==> config.mk <==
export PLATFORM = sky130hd
export DESIGN_NAME = pinmux_cfg_bank
export DESIGN_NICKNAME = d
export VERILOG_FILES = /design/src/rtl/pinmux_pkg.sv /design/src/rtl/pinmux_addr_dec.sv /design/src/rtl/pinmux_group.sv /design/src/rtl/pinmux_cfg_bank.sv
export SDC_FILE = /design/constraint.sdc
export NUM_CORES = 1
export LEC_CHECK = 0
export BUFFER_PORTS_ARGS = -buffer_cell sky130_fd_sc_hd__buf_4
export CORE_ASPECT_RATIO = 1.4
export CORE_MARGIN = 2
export CORE_UTILIZATION = 50
export CTS_CLUSTER_DIAMETER = 60
export DETAILED_ROUTE_END_ITERATION = 7
export GPL_ROUTABILITY_DRIVEN = 0
export PLACE_DENSITY_LB_ADDON = 0.3
export SYNTH_ARGS = -nofsm -noshare
export SYNTH_HDL_FRONTEND = slang
export SYNTH_SLANG_ARGS = --single-unit
==> constraint.sdc <==
create_clock -name clk -period 3.9 [get_ports clk]
set_input_delay 0.195 -clock clk [delete_from_list [all_inputs] [get_ports clk]]
set_output_delay 0.195 -clock clk [all_outputs]
set_load 0.01 [all_outputs]
==> src/rtl/pinmux_pkg.sv <==
package pinmux_pkg;

  localparam int PINS_PER_GROUP = 8;
  localparam int HALF_W         = 16;
  localparam int BUS_W          = 32;
  localparam int CODE_W         = 4;
  localparam int MODE_W         = 3;

  typedef enum logic [MODE_W-1:0] {
    GM_W2   = 3'd0,
    GM_W3   = 3'd1,
    GM_W4   = 3'd2,
    GM_GPIO = 3'd3,
    GM_NONE = 3'd4
  } grp_mode_e;

  // Bytes of address space one group occupies
  function automatic int grp_step(input grp_mode_e m);
    return (m == GM_W3 || m == GM_W4) ? 8 : 4;
  endfunction

  // Number of stored registers a group owns
  function automatic int grp_regs(input grp_mode_e m);
    case (m)
      GM_W2:          return 1;
      GM_W3, GM_W4:   return 2;
      default:        return 0;
    endcase
  endfunction

  // Bit-enabled update: upper half of the bus word enables lower-half bits
  function automatic logic [HALF_W-1:0] masked_merge(input logic [HALF_W-1:0] old_val,
                                                     input logic [BUS_W-1:0]  wword);
    return (old_val & ~wword[BUS_W-1:HALF_W]) | (wword[HALF_W-1:0] & wword[BUS_W-1:HALF_W]);
  endfunction

endpackage

==> src/rtl/pinmux_addr_dec.sv <==
module pinmux_addr_dec
  import pinmux_pkg::*;
#(
  parameter int NUM_GROUPS = 4,
  parameter int ADDR_W     = 8,
  parameter logic [MODE_W*NUM_GROUPS-1:0] GROUP_MODES = {3'd3, 3'd0, 3'd1, 3'd2}
) (
  input  logic [ADDR_W-1:0]     addr,
  output logic [NUM_GROUPS-1:0] hit_grp,
  output logic                  hit_hi
);

  function automatic int base_of(input int g);
    int acc;
    acc = 0;
    for (int i = 0; i < g; i++) begin
      acc += grp_step(grp_mode_e'(GROUP_MODES[MODE_W*i +: MODE_W]));
    end
    return acc;
  endfunction

  logic [NUM_GROUPS-1:0] match_lo;
  logic [NUM_GROUPS-1:0] match_hi;

  for (genvar g = 0; g < NUM_GROUPS; g++) begin : g_grp
    localparam grp_mode_e MODE = grp_mode_e'(GROUP_MODES[MODE_W*g +: MODE_W]);
    localparam int        BASE = base_of(g);
    localparam int        NREG = grp_regs(MODE);

    if (NREG >= 1) begin : g_lo
      assign match_lo[g] = (addr == ADDR_W'(BASE));
    end else begin : g_lo_none
      assign match_lo[g] = 1'b0;
    end

    if (NREG == 2) begin : g_hi
      assign match_hi[g] = (addr == ADDR_W'(BASE + 4));
    end else begin : g_hi_none
      assign match_hi[g] = 1'b0;
    end
  end

  assign hit_grp = match_lo | match_hi;
  assign hit_hi  = |match_hi;

endmodule

==> src/rtl/pinmux_group.sv <==
module pinmux_group
  import pinmux_pkg::*;
#(
  parameter grp_mode_e MODE = GM_W4,
  localparam int NREG = (MODE == GM_W2) ? 1 : 2
) (
  input  logic                               clk,
  input  logic                               rst_n,
  input  logic [NREG-1:0]                    we,
  input  logic [BUS_W-1:0]                   wword,
  output logic [NREG*HALF_W-1:0]             rdata,
  output logic [PINS_PER_GROUP*CODE_W-1:0]   codes
);

  logic [NREG-1:0][HALF_W-1:0] mem_q;

  always_ff @(posedge clk or negedge rst_n) begin
    if (!rst_n) begin
      mem_q <= '0;
    end else begin
      for (int r = 0; r < NREG; r++) begin
        if (we[r]) mem_q[r] <= masked_merge(mem_q[r], wword);
      end
    end
  end

  assign rdata = mem_q;

  for (genvar k = 0; k < PINS_PER_GROUP; k++) begin : g_pin
    if (MODE == GM_W2) begin : g_w2
      assign codes[CODE_W*k +: CODE_W] = {2'b00, mem_q[0][2*k +: 2]};
    end else if (MODE == GM_W3) begin : g_w3
      if (k < 5) begin : g_lo
        assign codes[CODE_W*k +: CODE_W] = {1'b0, mem_q[0][3*k +: 3]};
      end else begin : g_hi
        assign codes[CODE_W*k +: CODE_W] = {1'b0, mem_q[NREG-1][3*(k-5) +: 3]};
      end
    end else begin : g_w4
      if (k < 4) begin : g_lo
        assign codes[CODE_W*k +: CODE_W] = mem_q[0][4*k +: 4];
      end else begin : g_hi
        assign codes[CODE_W*k +: CODE_W] = mem_q[NREG-1][4*(k-4) +: 4];
      end
    end
  end

endmodule

==> src/rtl/pinmux_cfg_bank.sv <==
module pinmux_cfg_bank
  import pinmux_pkg::*;
#(
  parameter int NUM_GROUPS = 4,
  parameter int ADDR_W     = 8,
  parameter logic [MODE_W*NUM_GROUPS-1:0] GROUP_MODES = {3'd3, 3'd0, 3'd1, 3'd2},
  localparam int GRP_CODE_W = PINS_PER_GROUP * CODE_W,
  localparam int OUT_W      = NUM_GROUPS * GRP_CODE_W
) (
  input  logic              clk,
  input  logic              rst_n,
  input  logic              req_valid,
  output logic              req_ready,
  input  logic              req_write,
  input  logic [ADDR_W-1:0] req_addr,
  input  logic [BUS_W-1:0]  req_wdata,
  output logic              rsp_valid,
  output logic [BUS_W-1:0]  rsp_rdata,
  output logic              rsp_err,
  output logic [OUT_W-1:0]  pin_func
);

  logic                              accept;
  logic [NUM_GROUPS-1:0]             hit_grp;
  logic                              hit_hi;
  logic                              hit_any;
  logic [NUM_GROUPS-1:0][HALF_W-1:0] grp_rd_lo;
  logic [NUM_GROUPS-1:0][HALF_W-1:0] grp_rd_hi;
  logic [HALF_W-1:0]                 rd_sel;

  assign req_ready = 1'b1;
  assign accept    = req_valid & req_ready;
  assign hit_any   = |hit_grp;

  pinmux_addr_dec #(
    .NUM_GROUPS  (NUM_GROUPS),
    .ADDR_W      (ADDR_W),
    .GROUP_MODES (GROUP_MODES)
  ) u_dec (
    .addr    (req_addr),
    .hit_grp (hit_grp),
    .hit_hi  (hit_hi)
  );

  for (genvar g = 0; g < NUM_GROUPS; g++) begin : g_grp
    localparam grp_mode_e MODE = grp_mode_e'(GROUP_MODES[MODE_W*g +: MODE_W]);
    localparam int        NREG = grp_regs(MODE);

    logic wr_lo;
    logic wr_hi;
    assign wr_lo = accept & req_write & hit_grp[g] & ~hit_hi;
    assign wr_hi = accept & req_write & hit_grp[g] &  hit_hi;

    if (NREG == 2) begin : g_two
      logic [2*HALF_W-1:0] rd;
      pinmux_group #(.MODE(MODE)) u_grp (
        .clk   (clk),
        .rst_n (rst_n),
        .we    ({wr_hi, wr_lo}),
        .wword (req_wdata),
        .rdata (rd),
        .codes (pin_func[GRP_CODE_W*g +: GRP_CODE_W])
      );
      assign grp_rd_lo[g] = rd[HALF_W-1:0];
      assign grp_rd_hi[g] = rd[2*HALF_W-1:HALF_W];
    end else if (NREG == 1) begin : g_one
      logic [HALF_W-1:0] rd;
      logic              unused_hi;
      pinmux_group #(.MODE(MODE)) u_grp (
        .clk   (clk),
        .rst_n (rst_n),
        .we    (wr_lo),
        .wword (req_wdata),
        .rdata (rd),
        .codes (pin_func[GRP_CODE_W*g +: GRP_CODE_W])
      );
      assign unused_hi    = wr_hi;
      assign grp_rd_lo[g] = rd;
      assign grp_rd_hi[g] = '0;
    end else begin : g_dead
      logic unused_wr;
      assign unused_wr    = wr_lo | wr_hi;
      assign grp_rd_lo[g] = '0;
      assign grp_rd_hi[g] = '0;
      assign pin_func[GRP_CODE_W*g +: GRP_CODE_W] = '0;
    end
  end

  always_comb begin
    rd_sel = '0;
    for (int g = 0; g < NUM_GROUPS; g++) begin
      if (hit_grp[g]) rd_sel = hit_hi ? grp_rd_hi[g] : grp_rd_lo[g];
    end
  end

  always_ff @(posedge clk or negedge rst_n) begin
    if (!rst_n) begin
      rsp_valid <= 1'b0;
      rsp_err   <= 1'b0;
      rsp_rdata <= '0;
    end else begin
      rsp_valid <= accept;
      rsp_err   <= accept & ~hit_any;
      rsp_rdata <= (accept & ~req_write & hit_any) ? {{(BUS_W-HALF_W){1'b0}}, rd_sel} : '0;
    end
  end

endmodule

# == Word-level counts from Yosys, hierarchy flattened ==
# Cells that the tools add are included.
# word_totals
regBits,98
inputBits,44
wordCells,51
# classes
eq_ne,4
mux,8
bitwise,28
n_reduce_logical,3
# ops
operator,n
$mux W16,8
$and A16 B16 Y16,6
$or A16 B16 Y16,5
$eq A8 B4 Y1 const B,2
$not A16 Y16,1
$and A1 B1 Y1,12
$eq A8 B3 Y1 const B,1
$eq A8 B5 Y1 const B,1
$logic_not A8 Y1,1
$reduce_or A4 Y1,1
$not A1 Y1,3
$or A3 B2 Y3,1
$reduce_or A2 Y1,1

# == Depth between registers and ports, before layout ==
# Gate-level depths: netlist (run 1).
# logic_depth
ltp_word,8
depth_mapped,6
depth_no_buf,3

# == Cells and area by module ==
# Synthesis (run 1) repeated with hierarchy kept, for this count alone.
# hier_totals
cells_unflattened,566
area_unflattened_um2,6177.2
# by_module_without_submodules
mod,n_inst,cells_per_inst,area_per_inst_um2,seq_area_each_um2
pinmux_cfg_bank,1,209,1910.6,450.4
pinmux_group at g_grp[1].g_two.u_grp,1,133,1625.3,800.8
pinmux_group at g_grp[0].g_two.u_grp,1,132,1621.6,800.8
pinmux_group at g_grp[2].g_one.u_grp,1,83,944.7,400.4
pinmux_addr_dec,1,9,75.1,0.0

# == Worst setup path before layout (run 1) ==
# OpenSTA, ideal clock, no wires.
# synth_path
kind,input to register
start,in req_addr[2]
end,reg with a tool-made name
setup_ns,0.125
t_arrival_ns,1.553
t_required_ns,3.775
slack_ns,2.222
path_stages,6
n_path_buf,3
path_cell_list,buf_2 -> or3b_1 -> buf_2 -> buf_6 -> nor4_1 -> mux2_2
# synth_rtl
item,line,rtl
"start, declared",pinmux_cfg_bank.sv:15,"input logic [ADDR_W-1:0] req_addr,"

==> results of run 1 <==
[final timing paths]
kind / endpoint / slack [ps] / depth (start not counted)
worst max-delay path: flip-flop / 2000 / 4
worst min-delay path: flip-flop / 110 / 2
worst max register to register: rsp_rdata[9] / 2410 / 3
worst min register to register: flip-flop / 500 / 1
max in group asynchronous: asynchronous set/reset pin / 2440 / 3
min in group asynchronous: asynchronous set/reset pin / 450 / 2
[layer usage]
metal / wire [um] / vias up
li1: - / 1960
met2: 7770 / 259
met4: 411 / 0
met3: 1030 / 36
met5: 0 / -
met1: 5880 / 2190
[power breakdown]
group / internal, W / leakage [nW] / switching, W / total [W]
combinational: 0.0000781 / 1.76 / 0.000171 / 0.000249
clock: 0.000532 / 0.147 / 0.000361 / 0.000893
sequential: 0.00103 / 1.36 / 0.0000114 / 0.00104
[placed cells by master (no fill, tap or decap), types with 2 or more instances in the layout]
master	n
nand2_1	12
nand2b_1	7
a32o_1	5
o211ai_1	4
dfrtp_1	98
o2bb2ai_1	4
mux2_2	91
nand4_1	64
nor2b_1	2
a221oi_1	7
nor4_1	20
clkbuf_16	9
nor2b_2	2
mux2_1	9
clkbuf_1	3
conb_1	73
a211o_1	11
nand3_1	16
buf_4	137
clkbuf_8	2
nor3_1	8
and2_1	6
or4_1	5
[worst reg2reg max path, cell delays in order (launching register included)]
cell and delay (ps):
dfrtp_1 420, mux2_2 270, or4_1 410, a32o_1 280
[final cells by class]
class                      instances  area [um2]  area share [%]
inverter                           1        3.75          0.0565
sequential                        98        2450            36.9
timing repair buffer             138        1040            15.6
clock inverter                     2        35.0           0.527
tap                              144         180            2.71
multi-input combinational        361        2670            40.2
clock buffer                      14         264            3.97
[logic make-up after synthesis]
group	synth area share, %
AO/OA/AOI/OAI	5.05
buffers and inverters	16.6
flip-flops	42.3
multiplexers	19.6
other	0.130
AND/OR/NAND/NOR	16.3
[stage by stage]
stage / cell area [um2] / hold slack, ps / util [%] / setup WS [ps]
finish: 6640 / 110 / 58.6 / 2000
global route: 6640 / 113 / 58.6 / 1900
CTS: 6640 / 103 / 58.6 / 2080
detailed placement: 6330 / 304 / 55.9 / 1750
global placement: 6330 / 298 / 55.9 / 1810
floorplan: 6060 / -101 / - / 2220
[timing repair]
action | 4_1_cts | 5_1_grt
setup endpoints to repair | 0 | 0
hold buffers | 1 | 0
gates resized for setup | 0 | 0
endpoints found under the hold margin | 56 | 0
==> results.md, run 1 <==
- Status: completed
- CTS clk-pin slew, worst paths: 60 ps
- # diodes: 0
- Chip Width: 95.0 um
- Routed Antenna Nets: 0
- Hold crit path type: input port to flip-flop
- GR Util met3: 3.27%
- DPL Wire Length: 9810 um
- Fmax achieved: 0.528 GHz
- First-pass DRT Iterations: 5
- Number of setup buffers added after CTS: 0
- # DRC: 0
- Busiest grt layer: met2
- Synth cell count leaders: buf_4 (103), dfrtp_1 (98), mux2_2 (91)
- Sequential area share after synthesis: 42.3%
- Fin Setup TNS: 0 ps
- Met2 usage: 40.1%
- Post-synthesis cell type count: 38
- Clock sink count: 98
- Initial core utilization: 51.1%
- Port bufs: 133
- Share of the synthesized area in the top cell type: 42.3%
- Syn Area/Cell: 10.9 um2
- Slew Viols, Final: 0
- Post-synth top flop: dfrtp_1
- CTS buffer count: 9
- Drt via density: 5.86
- Worst path cell trace: buf_4 > nor2_2 > nand4_1 > mux2_2
- Die area: 12,500 um2
- Max-cap viol count: 0
- EDFF count, synth: 0
- FILL cells: 961
- Post-synthesis async set-or-reset flop share: 100%
- Final worst path period share: 48.6%
- Total power: 0.00218 W
- Routed vias: 4,445
- Number of nets in the layout: 653
- CP max stage cell: nor2_2
- CP max FO: 45
- CTS root buffer: clkbuf_16
- CTS tree: built
- Antenna violations before repair: 0
- Cells after Synth: 532
- Average routed wire per standard cell: 19.9 um
- Crit path kind: input port to flip-flop
- Worst-Skew Late Latency: 340 ps
- Largest net degree at the start of global routing: 69
- I/O pins: 207
- Vias in the first global route: 4,333
- Fin. Hold Viols: 0
- Count leader, synth: buf_4
- Area leader, netlist: dfrtp_1
- 1st-iter DRT viols: 376
- CP endpoint kind: flip-flop
- Global-route wire length before repair: 23,600 um
- Skew final: 4.39 ps
- Endpoints failing setup: 0
- Worst EP required: 4120 ps
- Fin crit period: 1900 ps
- Synthesis-stage register bit count: 98
- Total Routing Usage GR: 24.2%
- Max VDD drop: 0.000227 V
- Syn-to-layout area delta: 14.7%
- Total grt overflow: 0
- HP Start: req_wdata[4]
- Row count: 46
- H-tree Lvls: 3
- Worst Max-Slew Pin Slew: 1210 ps
- Top post-synthesis cells by area: dfrtp_1 (42%), mux2_2 (18%), buf_4 (13%), nand4_1 (6.9%), nor4_1 (2.2%)
- Placed cell count: 741
- CP Launch Type: input port
- Post-Syn Area: 5790 um2
- DRT Wirelength: 15,100 um
- Max incr delay on CP: 980 ps
- Post-route insts no fill: 758
- Die Y-Extent: 131 um
- Unrepaired setup endpoints after global routing: false
- Core area: 11,300 um2
- Share of layout cells above drive strength 1: 40.7%
- Crit path launch: req_addr[2]
- Clock Path Buffers: 2
- PwrDens: 329 nW/um2
- Buffers & Inverters on Critical Path: 1
- Critical Path AT: 2120 ps
- Rel. slew slack: 19.3%
- Top Family by Delay on Critical Path: simple AND/OR/NAND/NOR gates
- Leakage power: 3.26 nW
- Yosys Warn Count: 0
- M1 GR Usage: 31.2%
Note: power is estimated with default switching activity, not from simulation.
==> run 2: changes to the inputs <==
--- a/config.mk
+++ b/config.mk
@@ -5,6 +5,7 @@
 export SDC_FILE = /design/constraint.sdc
 export NUM_CORES = 1
 export LEC_CHECK = 0
+export ABC_AREA = 1
 export BUFFER_PORTS_ARGS = -buffer_cell sky130_fd_sc_hd__buf_4
 export CORE_ASPECT_RATIO = 1.4
 export CORE_MARGIN = 2
==> constraint.sdc (replaced) <==
create_clock -name clk -period 1.84 [get_ports clk]
set_input_delay 0.092 -clock clk [delete_from_list [all_inputs] [get_ports clk]]
set_output_delay 0.092 -clock clk [all_outputs]
set_load 0.01 [all_outputs]
==> results.md, run 2 <==
- Unrepaired setup endpoints after global routing: false
- Fin crit period: 1660 ps
- EDFF count, synth: 0
- Die Y-Extent: 134 um
- CTS root buffer: clkbuf_16
- Worst EP required: 2130 ps
- CP max stage cell: dlygate4sd3_1
- Worst Max-Slew Pin Slew: 548 ps
- Share of the synthesized area in the top cell type: 40.9%
- Routed vias: 5,476
- FILL cells: 1,134
- Syn-to-layout area delta: 18.5%
- Vias in the first global route: 5,139
- Multi-input gate area: 2480 um2
- Fin Setup TNS: 0 ps
- CP endpoint kind: flip-flop
- Worst-Skew Late Latency: 340 ps
- CTS resizes: 0
- Final instance area: 7110 um2
- Int Pwr: 0.00346 W
- I/O pins: 207
- Worst Hold Margin: 4.44 ps
- Max-cap viol count: 0
- Sw Ratio: 24.6%
- Routed Antenna Nets: 0
- Hold crit path type: input port to flip-flop
- Gate power share: 10.4%
- Post-Syn Area: 6000 um2
- Post-synth top flop: dfrtp_1
- Final worst path period share: 90.3%
- Number of setup buffers added after CTS: 0
- Critical Path AT: 1950 ps
- NetSw: 0.00113 W
- Post-synthesis async set-or-reset flop share: 100%
- Slew Viols, Final: 0
- Worst slack, placed: 140 ps
- Crit path kind: input port to flip-flop
- CTS buffer count: 9
- Max VDD drop: 0.000411 V
- Total Routing Usage GR: 26.7%
- Worst path cell trace: dlygate4sd3_1 > buf_4 > nand2_1 > nor2_2 > nand2_2 > clkinv_2 > nand3_1 > nand2_1 > inv_1
- Synthesis-stage register bit count: 98
- Most frequent cells in the layout: nand2_1 (196), buf_4 (152), inv_1 (114)
- Buffers & Inverters on Critical Path: 4
- Final core utilization: 60.5%
- Fmax achieved: 0.602 GHz
- Endpoints failing setup: 0
- First-pass DRT Iterations: 5
- Largest net degree at the start of global routing: 73
- Antenna violations before repair: 0
- H-tree Lvls: 3
- DPL Wire Length: 11,600 um
- Chip Width: 96.6 um
- CTS tree: built
- PwrDens: 646 nW/um2
- CP max FO: 16
- Cells after Synth: 799
- Skew final: 6.09 ps
- Leakage power: 3.85 nW
- Row count: 47
- Number of nets in the layout: 966
- Yosys Warn Count: 0
- Sequential area share after synthesis: 40.9%
- Drt via density: 5.11
- Global-route wire length before repair: 25,900 um
- Top Family by Delay on Critical Path: buffers and inverters
- Area leader, netlist: dfrtp_1
- Total grt overflow: 0
- Die area: 12,900 um2
- Fin. Hold Viols: 0
- Max incr delay on CP: 540 ps
- Top post-synthesis cells by area: dfrtp_1 (41%), buf_4 (13%), nand2_1 (12%), nand3_1 (8.8%), inv_1 (7.1%)
- Synth cell count leaders: nand2_1 (196), inv_1 (114), nand3_1 (106)
- Initial core utilization: 51.0%
- Post-CTS Hold Buffers: 6
- Post-DP Area: 6760 um2
- Status: completed
- Post-synthesis cell type count: 28
- Share of layout cells above drive strength 1: 21.3%
- Count leader, synth: nand2_1
- Syn Area/Cell: 7.51 um2
- Port bufs: 133
- 1st-iter DRT viols: 471
- CP Launch Type: input port
- Clock sink count: 98
- Average routed wire per standard cell: 15.6 um
- Sequential Power Share: 48.2%
- Rel. slew slack: 63.3%
- Clk pwr share: 41.4%
- Seq. cell area: 2450 um2
- DRT Wirelength: 16,700 um
- # DRC: 0
- Core area: 11,800 um2
- # diodes: 0
- Most common cell after layout, fill and taps aside: nand2_1
- Setup slack after layout: 178 ps
- Clock Path Buffers: 2
- Cell mode on critical path: nand2_1
- CTS clk-pin slew, worst paths: 60 ps
==> run 2: changes by cell type after synthesis, moves of 9 or more <==
cell and delta:
nand2_1 +184, inv_1 +113, mux2_2 -91, nand3_1 +90, nand4_1 -64, o21ai_0 +42
a21oi_1 +27, nor2_1 +24, o21bai_1 +24, nor4_1 -20, clkbuf_1 -17, o21ai_1 +13
a211o_1 -11, mux2_1 -9
==> run 2: cells by family (layout without fill, tap and decap cells) <==
group | Yosys count | after routing | share of synthesized area, %
compound gates | 113 | 113 | 10.9
simple gates | 346 | 346 | 25.9
other cells | 2 | 73 | 0.125
flops | 98 | 98 | 40.9
buf+inv | 240 | 295 | 22.2
==> run 2: path summary, 6_finish.rpt <==
path / slack [ps] / start / endpoint / depth (start not counted)
hold reg to reg: 530 / flip-flop / flip-flop / 2
min in group asynchronous: 110 / rst_n / asynchronous set/reset pin / 2
setup / recovery: 180 / req_valid / flip-flop / 9
setup reg to reg: 830 / flip-flop / rsp_rdata[6] / 6
hold / removal: 4 / req_wdata[11] / flip-flop / 3
max in group asynchronous: 1100 / rst_n / asynchronous set/reset pin / 3
==> run 2: through the flow <==
| stage | std cells | total power, W |
|---|---|---|
| after floorplan | 870 | 0.00259 |
| after global placement | 1052 | 0.00271 |
| after detailed placement | 1052 | 0.00272 |
| after CTS | 1072 | 0.00461 |
| after global routing | 1072 | 0.00476 |
| final | 1072 | 0.00459 |
==> run 2: power groups by stage <==
| stage | registers (W) | clock network (W) | logic [W] |
|---|---|---|---|
| finish | 0.00221 | 0.00190 | 0.000477 |
| detailed placement | 0.00225 | 0 | 0.000463 |
| CTS | 0.00221 | 0.00192 | 0.000476 |
| global route | 0.00222 | 0.00201 | 0.000533 |
| global placement | 0.00225 | 0 | 0.000458 |
| floorplan | 0.00225 | 0 | 0.000338 |
==> run 2: per-layer routing <==
| metal | part of all wire, % | GRT usage [%] | up-vias |
|---|---|---|---|
| li1 | - | - | 2579 |
| met1 | 38 | 33.3 | 2535 |
| met3 | 9.2 | 5.88 | 54 |
| met5 | 0 | 0 | - |
| met2 | 49 | 43.9 | 308 |
| met4 | 3.4 | 11.4 | 0 |
==> run 2: cell type report <==
type	count	area share (%)
inverters	121	6.44
clock buffers	11	3.55
well taps	147	2.59
repair buffers	160	17.4
clock inverters	3	0.563
flip-flops and latches	98	34.5
multi-input cells	532	34.9
==> run 2: tightest hold or removal path, stage by stage <==
cell,delay (ps)
buf_4,90
nand3_1,70
nand2_1,60
